==> config.mk <==
export PLATFORM = sky130hd
export DESIGN_NAME = bdc_cache
export DESIGN_NICKNAME = d
export VERILOG_FILES = /design/src/rtl/bdc_pkg.sv /design/src/rtl/bdc_merge.sv /design/src/rtl/bdc_dead_mask.sv /design/src/rtl/bdc_cache.sv
export SDC_FILE = /design/constraint.sdc
export NUM_CORES = 2
export LEC_CHECK = 0
export CAP_MARGIN = 25
export CELL_PAD_IN_SITES_DETAIL_PLACEMENT = 1
export CELL_PAD_IN_SITES_GLOBAL_PLACEMENT = 2
export CORE_MARGIN = 2
export CORE_UTILIZATION = 35
export CTS_BUF_LIST = sky130_fd_sc_hd__clkbuf_16
export DETAILED_ROUTE_END_ITERATION = 8
export HOLD_SLACK_MARGIN = 0.06
export PLACE_DENSITY = 0.69
export SYNTH_ARGS = -nofsm -noshare
export SYNTH_HDL_FRONTEND = slang
export SYNTH_HIERARCHICAL = 1
export SYNTH_SLANG_ARGS = --single-unit
==> constraint.sdc <==
create_clock -name clk -period 20.4 [get_ports clk]
set_input_delay 5.1 -clock clk [delete_from_list [all_inputs] [get_ports clk]]
set_output_delay 5.1 -clock clk [all_outputs]
set_load 0.02 [all_outputs]
==> src/rtl/bdc_pkg.sv <==
package bdc_pkg;
  typedef enum logic [1:0] {
    ST_IDLE = 2'd0,
    ST_WB   = 2'd1,
    ST_FILL = 2'd2,
    ST_DISC = 2'd3
  } bdc_state_e;
endpackage

==> src/rtl/bdc_merge.sv <==
module bdc_merge #(
  parameter int LINE_BYTES = 32
) (
  input  logic [LINE_BYTES*8-1:0]         line_i,
  input  logic [31:0]                     wdata,
  input  logic [3:0]                      be,
  input  logic [$clog2(LINE_BYTES)-3:0]   woff,
  output logic [LINE_BYTES*8-1:0]         line_o,
  output logic [LINE_BYTES-1:0]           bmask
);
  localparam int WORDS = LINE_BYTES / 4;

  for (genvar w = 0; w < WORDS; w++) begin : g_word
    for (genvar k = 0; k < 4; k++) begin : g_byte
      logic sel;
      assign sel = (woff == w) && be[k];
      assign bmask[w*4+k] = sel;
      assign line_o[(w*4+k)*8 +: 8] = sel ? wdata[k*8 +: 8] : line_i[(w*4+k)*8 +: 8];
    end
  end
endmodule

==> src/rtl/bdc_dead_mask.sv <==
module bdc_dead_mask #(
  parameter int ADDR_W     = 16,
  parameter int LINE_BYTES = 32
) (
  input  logic [ADDR_W-$clog2(LINE_BYTES)-1:0] line_hi,
  input  logic [ADDR_W-1:0]                    lo,
  input  logic [ADDR_W-1:0]                    hi,
  output logic [LINE_BYTES-1:0]                kill
);
  localparam int OFF_W = $clog2(LINE_BYTES);

  for (genvar b = 0; b < LINE_BYTES; b++) begin : g_byte
    logic [ADDR_W-1:0] a;
    assign a = {line_hi, OFF_W'(b)};
    assign kill[b] = (a >= lo) && (a < hi);
  end
endmodule

==> src/rtl/bdc_cache.sv <==
module bdc_cache
  import bdc_pkg::*;
#(
  parameter int ADDR_W        = 16,
  parameter int LINE_BYTES    = 32,
  parameter int NUM_LINES     = 8,
  parameter int PAGE_BYTES    = 4096,
  parameter bit CLEAR_TO_PAGE = 1'b1
) (
  input  logic                    clk,
  input  logic                    rst_n,
  input  logic                    cpu_req,
  input  logic                    cpu_we,
  input  logic [ADDR_W-1:0]       cpu_addr,
  input  logic [31:0]             cpu_wdata,
  input  logic [3:0]              cpu_be,
  output logic                    cpu_ack,
  output logic [31:0]             cpu_rdata,
  input  logic [ADDR_W-1:0]       stk_base,
  input  logic [ADDR_W-1:0]       stk_limit,
  input  logic                    dsc_valid,
  input  logic [ADDR_W-1:0]       dsc_sp,
  output logic                    busy,
  output logic                    mem_req,
  output logic                    mem_we,
  output logic [ADDR_W-1:0]       mem_addr,
  output logic [LINE_BYTES*8-1:0] mem_wdata,
  output logic [LINE_BYTES-1:0]   mem_be,
  input  logic                    mem_ack,
  input  logic [LINE_BYTES*8-1:0] mem_rdata
);
  localparam int LINE_BITS = LINE_BYTES * 8;
  localparam int OFF_W     = $clog2(LINE_BYTES);
  localparam int IDX_W     = $clog2(NUM_LINES);
  localparam int TAG_W     = ADDR_W - OFF_W - IDX_W;
  localparam int WOFF_W    = OFF_W - 2;
  localparam int LO_W      = CLEAR_TO_PAGE ? $clog2(PAGE_BYTES) : OFF_W;

  bdc_state_e             state_q, state_d;
  logic [NUM_LINES-1:0]   valid_q;
  logic [TAG_W-1:0]       tag_q   [NUM_LINES];
  logic [LINE_BYTES-1:0]  dirty_q [NUM_LINES];
  logic [LINE_BITS-1:0]   data_q  [NUM_LINES];
  logic                   ack_q;
  logic [31:0]            rdata_q;
  logic [IDX_W-1:0]       walk_q, walk_d;
  logic [ADDR_W-1:0]      sp_q, lo_q;

  logic [IDX_W-1:0]       cpu_idx;
  logic [TAG_W-1:0]       cpu_tag;
  logic [WOFF_W-1:0]      cpu_woff;
  logic                   hit, in_stack, take, victim_dirty;
  logic                   do_hit, do_alloc, do_fill, do_wbdone, dsc_start;
  logic [LINE_BITS-1:0]   merged;
  logic [LINE_BYTES-1:0]  wr_mask, kill;
  logic                   unused_addr_bits;

  assign unused_addr_bits = ^cpu_addr[1:0];
  assign cpu_idx  = cpu_addr[OFF_W +: IDX_W];
  assign cpu_tag  = cpu_addr[ADDR_W-1 -: TAG_W];
  assign cpu_woff = cpu_addr[OFF_W-1:2];

  assign hit          = valid_q[cpu_idx] && (tag_q[cpu_idx] == cpu_tag);
  assign in_stack     = (cpu_addr >= stk_base) && (cpu_addr < stk_limit);
  assign take         = cpu_req && !ack_q;
  assign victim_dirty = valid_q[cpu_idx] && (|dirty_q[cpu_idx]);

  assign dsc_start = (state_q == ST_IDLE) && dsc_valid;
  assign do_hit    = (state_q == ST_IDLE) && !dsc_valid && take && hit;
  assign do_alloc  = (state_q == ST_IDLE) && !dsc_valid && take && !hit &&
                     !victim_dirty && cpu_we && in_stack;
  assign do_fill   = (state_q == ST_FILL) && mem_ack;
  assign do_wbdone = (state_q == ST_WB) && mem_ack;

  bdc_merge #(.LINE_BYTES(LINE_BYTES)) u_merge (
    .line_i (data_q[cpu_idx]),
    .wdata  (cpu_wdata),
    .be     (cpu_be),
    .woff   (cpu_woff),
    .line_o (merged),
    .bmask  (wr_mask)
  );

  bdc_dead_mask #(.ADDR_W(ADDR_W), .LINE_BYTES(LINE_BYTES)) u_dead (
    .line_hi ({tag_q[walk_q], walk_q}),
    .lo      (lo_q),
    .hi      (sp_q),
    .kill    (kill)
  );

  // next state
  always_comb begin
    state_d = state_q;
    walk_d  = '0;
    unique case (state_q)
      ST_IDLE: begin
        if (dsc_valid) begin
          state_d = ST_DISC;
        end else if (take && !hit) begin
          if (victim_dirty)              state_d = ST_WB;
          else if (!(cpu_we && in_stack)) state_d = ST_FILL;
        end
      end
      ST_WB:   if (mem_ack) state_d = ST_IDLE;
      ST_FILL: if (mem_ack) state_d = ST_IDLE;
      ST_DISC: begin
        walk_d = walk_q + 1'b1;
        if (walk_q == IDX_W'(NUM_LINES-1)) state_d = ST_IDLE;
      end
      default: state_d = ST_IDLE;
    endcase
  end

  // control and state bits with reset
  always_ff @(posedge clk or negedge rst_n) begin
    if (!rst_n) begin
      state_q <= ST_IDLE;
      valid_q <= '0;
      ack_q   <= 1'b0;
      walk_q  <= '0;
      for (int i = 0; i < NUM_LINES; i++) dirty_q[i] <= '0;
    end else begin
      state_q <= state_d;
      walk_q  <= walk_d;
      ack_q   <= do_hit;
      if (do_hit && cpu_we) dirty_q[cpu_idx] <= dirty_q[cpu_idx] | wr_mask;
      if (do_alloc || do_fill) begin
        valid_q[cpu_idx] <= 1'b1;
        dirty_q[cpu_idx] <= '0;
      end
      if (do_wbdone) begin
        valid_q[cpu_idx] <= 1'b0;
        dirty_q[cpu_idx] <= '0;
      end
      if (state_q == ST_DISC) dirty_q[walk_q] <= dirty_q[walk_q] & ~kill;
    end
  end

  // storage without reset
  always_ff @(posedge clk) begin
    if (do_hit) rdata_q <= data_q[cpu_idx][{cpu_woff, 5'b0} +: 32];
    if (do_hit && cpu_we) data_q[cpu_idx] <= merged;
    if (do_alloc) begin
      data_q[cpu_idx] <= '0;
      tag_q[cpu_idx]  <= cpu_tag;
    end
    if (do_fill) begin
      data_q[cpu_idx] <= mem_rdata;
      tag_q[cpu_idx]  <= cpu_tag;
    end
    if (dsc_start) begin
      sp_q <= dsc_sp;
      lo_q <= {dsc_sp[ADDR_W-1:LO_W], LO_W'(0)};
    end
  end

  assign cpu_ack   = ack_q;
  assign cpu_rdata = rdata_q;
  assign busy      = (state_q == ST_DISC);
  assign mem_req   = (state_q == ST_WB) || (state_q == ST_FILL);
  assign mem_we    = (state_q == ST_WB);
  assign mem_addr  = (state_q == ST_WB) ? {tag_q[cpu_idx], cpu_idx, OFF_W'(0)}
                                        : {cpu_tag, cpu_idx, OFF_W'(0)};
  assign mem_wdata = data_q[cpu_idx];
  assign mem_be    = (state_q == ST_WB) ? dirty_q[cpu_idx] : '0;
endmodule

==> metrics.md <==
| Metric | Value |
|---|---|
| WHS | 0.492 ns |
| Sequential share of power | 44.8% |
| Critical Path Start | cpu_addr[7] |
| Syn Std Cell Area | 110000 um^2 |
| Int Pwr | 9.50 mW |
| Sink of the worst hold path | valid_q[7] |
| Vias | 79.6k |
| WL per Instance | 40.0 um |
| R2r worst-path depth | 12 |
| Final min period | 15.02 ns |
| Final period util | 73.6% |
| CTS resizes | 0 |
| Post-CTS Setup Inserts | 0 |
| Worst setup EP type | primary output |
| Setup TNS | 0 ns |
| Largest net degree at the start of global routing | 127 |
| Clk_lat worst skew | 0.95 ns |
| Fill count | 31.5k |
| Max Fclk | 0.0666 GHz |
| VDD IR-drop max | 0.0683 mV |
| Synth warn | 6 |
| CP Launch Type | primary input |
| #FFs+latches synth | 2430 |
| Sw frac | 30.1% |
| R2r endpoint | data_q[3][0] |
| Share of total power in the clock network | 36.2% |
| FF-to-FF setup slack | 13.24 ns |
| Final hold vios | 0 |
| Most used flip-flop cell after synthesis | edfxtp_1 |
| CTS sink cnt | 2430 |
| Area Overhead vs Synth | 19.1% |
| Net Switching | 4.08 mW |
| Setup Skew | 0.0829 ns |
| Area occupied by registers | 71600 um^2 |
| Multi-input logic area | 35800 um^2 |
| Slew at the pin closest to its max-slew limit | 1.28 ns |
| Max FO, Critical Path | 96 |
| Post-Route Utilization | 42.0% |
| Combinational Power Share | 19.0% |
| Largest family of logic cells by synthesized area | multiplexers |
| Total grt overflow | 0 |
| CP required | 15.30 ns |
| Max transition margin | 14.1% |
| Adder-cell share of the synthesized area | 0.704% |
| Synthesized instance count | 7666 |
| Hold-fix buffers at CTS | 0 |
| Die area | 319000 um^2 |
| Setup Viol. Count Final | 0 |
| I/O Buffers | 696 |
| Total CTS buffers | 280 |
| Worst Path Class, Setup | primary input to primary output |
| Synth cell types | 89 |
| Seq/Total Area, Yosys | 65.0% |
| Max clock buf depth | 4 |
| Worst Hold Class | flip-flop to flip-flop |
| Initial DRC Count | 10.5k |
| Multiplexer area fraction after synthesis | 12.7% |
| Vias/cell | 6.26 |
| Max Cap Viol | 0 |
| FP Rows | 205 |
| Crit path DAT | 9.92 ns |
| H-tree depth | 5 |
| First-pass GRT wire length | 688000 um |
| Synth Area in Compound Gates | 11.8% |
| Core Footprint | 312000 um^2 |
| Layout cells sized above 1 | 18.1% |
| RSZ-0062 raised after global routing | no |
| DR pass1 iterations | 6 |
| CTS tree | yes |
| Remaining antenna violation count | 0 |
| Final Routed Wirelength | 508000 um |
| Post-DP HPWL | 320000 um |
| Worst hold path cell count | 1 |
| Drt drc | 0 |
| Height of the chip | 565 um |
| Pins Over Slew Limit | 0 |
| Antenna violations before repair | 82 |
| Reg2reg start | dirty_q[129] |
| Nets | 8736 |
| Die width | 565 um |
| Simple-Gate Fraction of Synth Area | 6.66% |
| Root buf cell | clkbuf_16 |
| Number of synthesized flops with an enable pin | 2160 |
| Synthesized area per cell | 14.4 um^2 |
| IO Count | 702 |
| Leakage power | 44.9 nW |
| Run status | finished, final reports clean |
| Share of flip-flops with an asynchronous set or reset | 11.1% |
| Vias in the first global route | 78.7k |
| Starting density of the core | 35.3% |
| Post-synthesis xor/xnor area fraction | 0.0398% |
| Clk slew on worst S/H paths | 0.05 ns |
| PD cells | 103 nW/um^2 |
| RePlAce Congestion | 0.869 |
| Hold path start | valid_q[7] |
| Gr usage total | 31.1% |
-- cells in the final DEF, fill, tap and decap left out, drive strengths merged, types with 16 or more instances in the layout --
cell	instances
o22ai	44
a211oi	106
ha	62
nor3	20
nand2b	53
a22oi	438
o21a	23
bufinv	18
o41ai	30
mux4	178
nand4	74
nand2	814
a22o	65
buf	263
mux2i	521
nand3	120
a21oi	139
conb	34
edfxtp	2160
o21ai	407
clkdlybuf4s50	688
inv	164
mux2	424
a221oi	188
o31ai	100
clkbuf	302
dfrtp	270
and3	16
a221o	77
nor2b	24
a31oi	16
clkinv	105
diode	45
nor2	371
o221ai	35
nor4	21
-- cell type report --
class | count | share of cell area (%)
Antenna cell | 45 | 0.0858
Clock buffer | 287 | 5.47
Clock inverter | 206 | 1.15
Inverter | 85 | 0.249
Multi-Input combinational cell | 4549 | 27.3
Sequential cell | 2430 | 54.6
Tap cell | 4140 | 3.95
Timing Repair Buffer | 966 | 7.24
-- critical path, stage by stage --
cell and delay, ns:
buf_8 0.40, buf_12 0.50, buf_4 0.79, buf_4 0.52, mux2_2 0.38, a221o_1 0.28
o21ai_0 0.08, nand2_1 0.59, clkdlybuf4s50_1 0.75
-- sequential cells by signal, summed over array words and instances (netlist names) --
register	count
sp_q	16
walk_q	3
dirty_q	256
cpu_rdata	32
cpu_ack	1
valid_q	8
state_q	2
data_q	2048
tag_q	64
-- metrics by stage --
step	worst slack, ns	instance area (um^2)	total power, mW	cells
after floorplan	0.0284	110000	7.49	7699
after global placement	5.08	122000	8.62	12100
after detailed placement	5.55	122000	8.71	12200
after CTS	5.54	131000	13.6	12600
after global routing	5.49	131000	13.9	12700
final	5.38	131000	13.6	12700
-- per-layer routing --
layer / GRT usage (%) / wire [um] / vias up
met5: 0 / 251 / -
met4: 18.5 / 32300 / 34
met3: 7.35 / 51400 / 945
met2: 47.4 / 229000 / 4853
met1: 40.5 / 196000 / 42300
li1: - / - / 31400
-- cell families after synthesis --
| kind of cell | count (synthesis) |
|---|---|
| buf+inv | 720 |
| mux | 1123 |
| fa+ha+maj | 62 |
| other cells | 1 |
| flops | 2430 |
| compound gates | 1725 |
| simple gates | 1600 |
| xor+xnor | 5 |
-- worst max-delay path by stage --
stage / to / slack, ns / cells after the start
2_1_floorplan: data_q[0][0] / 0.03 / 12
3_3_place_gp: mem_wdata[60] / 5.08 / 7
3_5_place_dp: mem_wdata[120] / 5.55 / 10
4_1_cts: mem_wdata[120] / 5.54 / 10
5_1_grt: mem_wdata[217] / 5.49 / 9
6_report: mem_wdata[217] / 5.38 / 9
-- power by group through the flow --
| stage | clock (mW) | sequential, mW | combinational [mW] |
|---|---|---|---|
| after CTS | 4.94 | 6.08 | 2.53 |
| after global routing | 5.11 | 6.10 | 2.69 |
| after global placement | 0 | 6.17 | 2.45 |
| final | 4.91 | 6.09 | 2.58 |
| after floorplan | 0 | 6.18 | 1.31 |
| after detailed placement | 0 | 6.19 | 2.52 |
-- cells in the mapped netlist (all sizes together) (23+ instances only) --
cell type / count / share of area [%]
o21a: 23 / 0.16
inv: 85 / 0.29
nand4: 74 / 0.44
a211oi: 106 / 1.0
edfxtp: 2160 / 59
a21oi: 139 / 0.63
a221oi: 188 / 1.5
o31ai: 100 / 1.1
nand2b: 53 / 0.30
o221ai: 35 / 0.28
ha: 62 / 0.70
mux4: 178 / 3.6
mux2: 424 / 4.3
nand2: 814 / 2.8
clkbuf: 386 / 1.3
a221o: 77 / 0.70
dfrtp: 270 / 6.1
o22ai: 44 / 0.25
a22oi: 438 / 3.0
buf: 249 / 1.4
mux2i: 521 / 4.7
nor2: 371 / 1.3
o21ai: 407 / 1.8
nor2b: 24 / 0.14
nand3: 120 / 0.55
a22o: 65 / 0.52
o41ai: 30 / 0.31
Power figures use the tool's default switching activity.
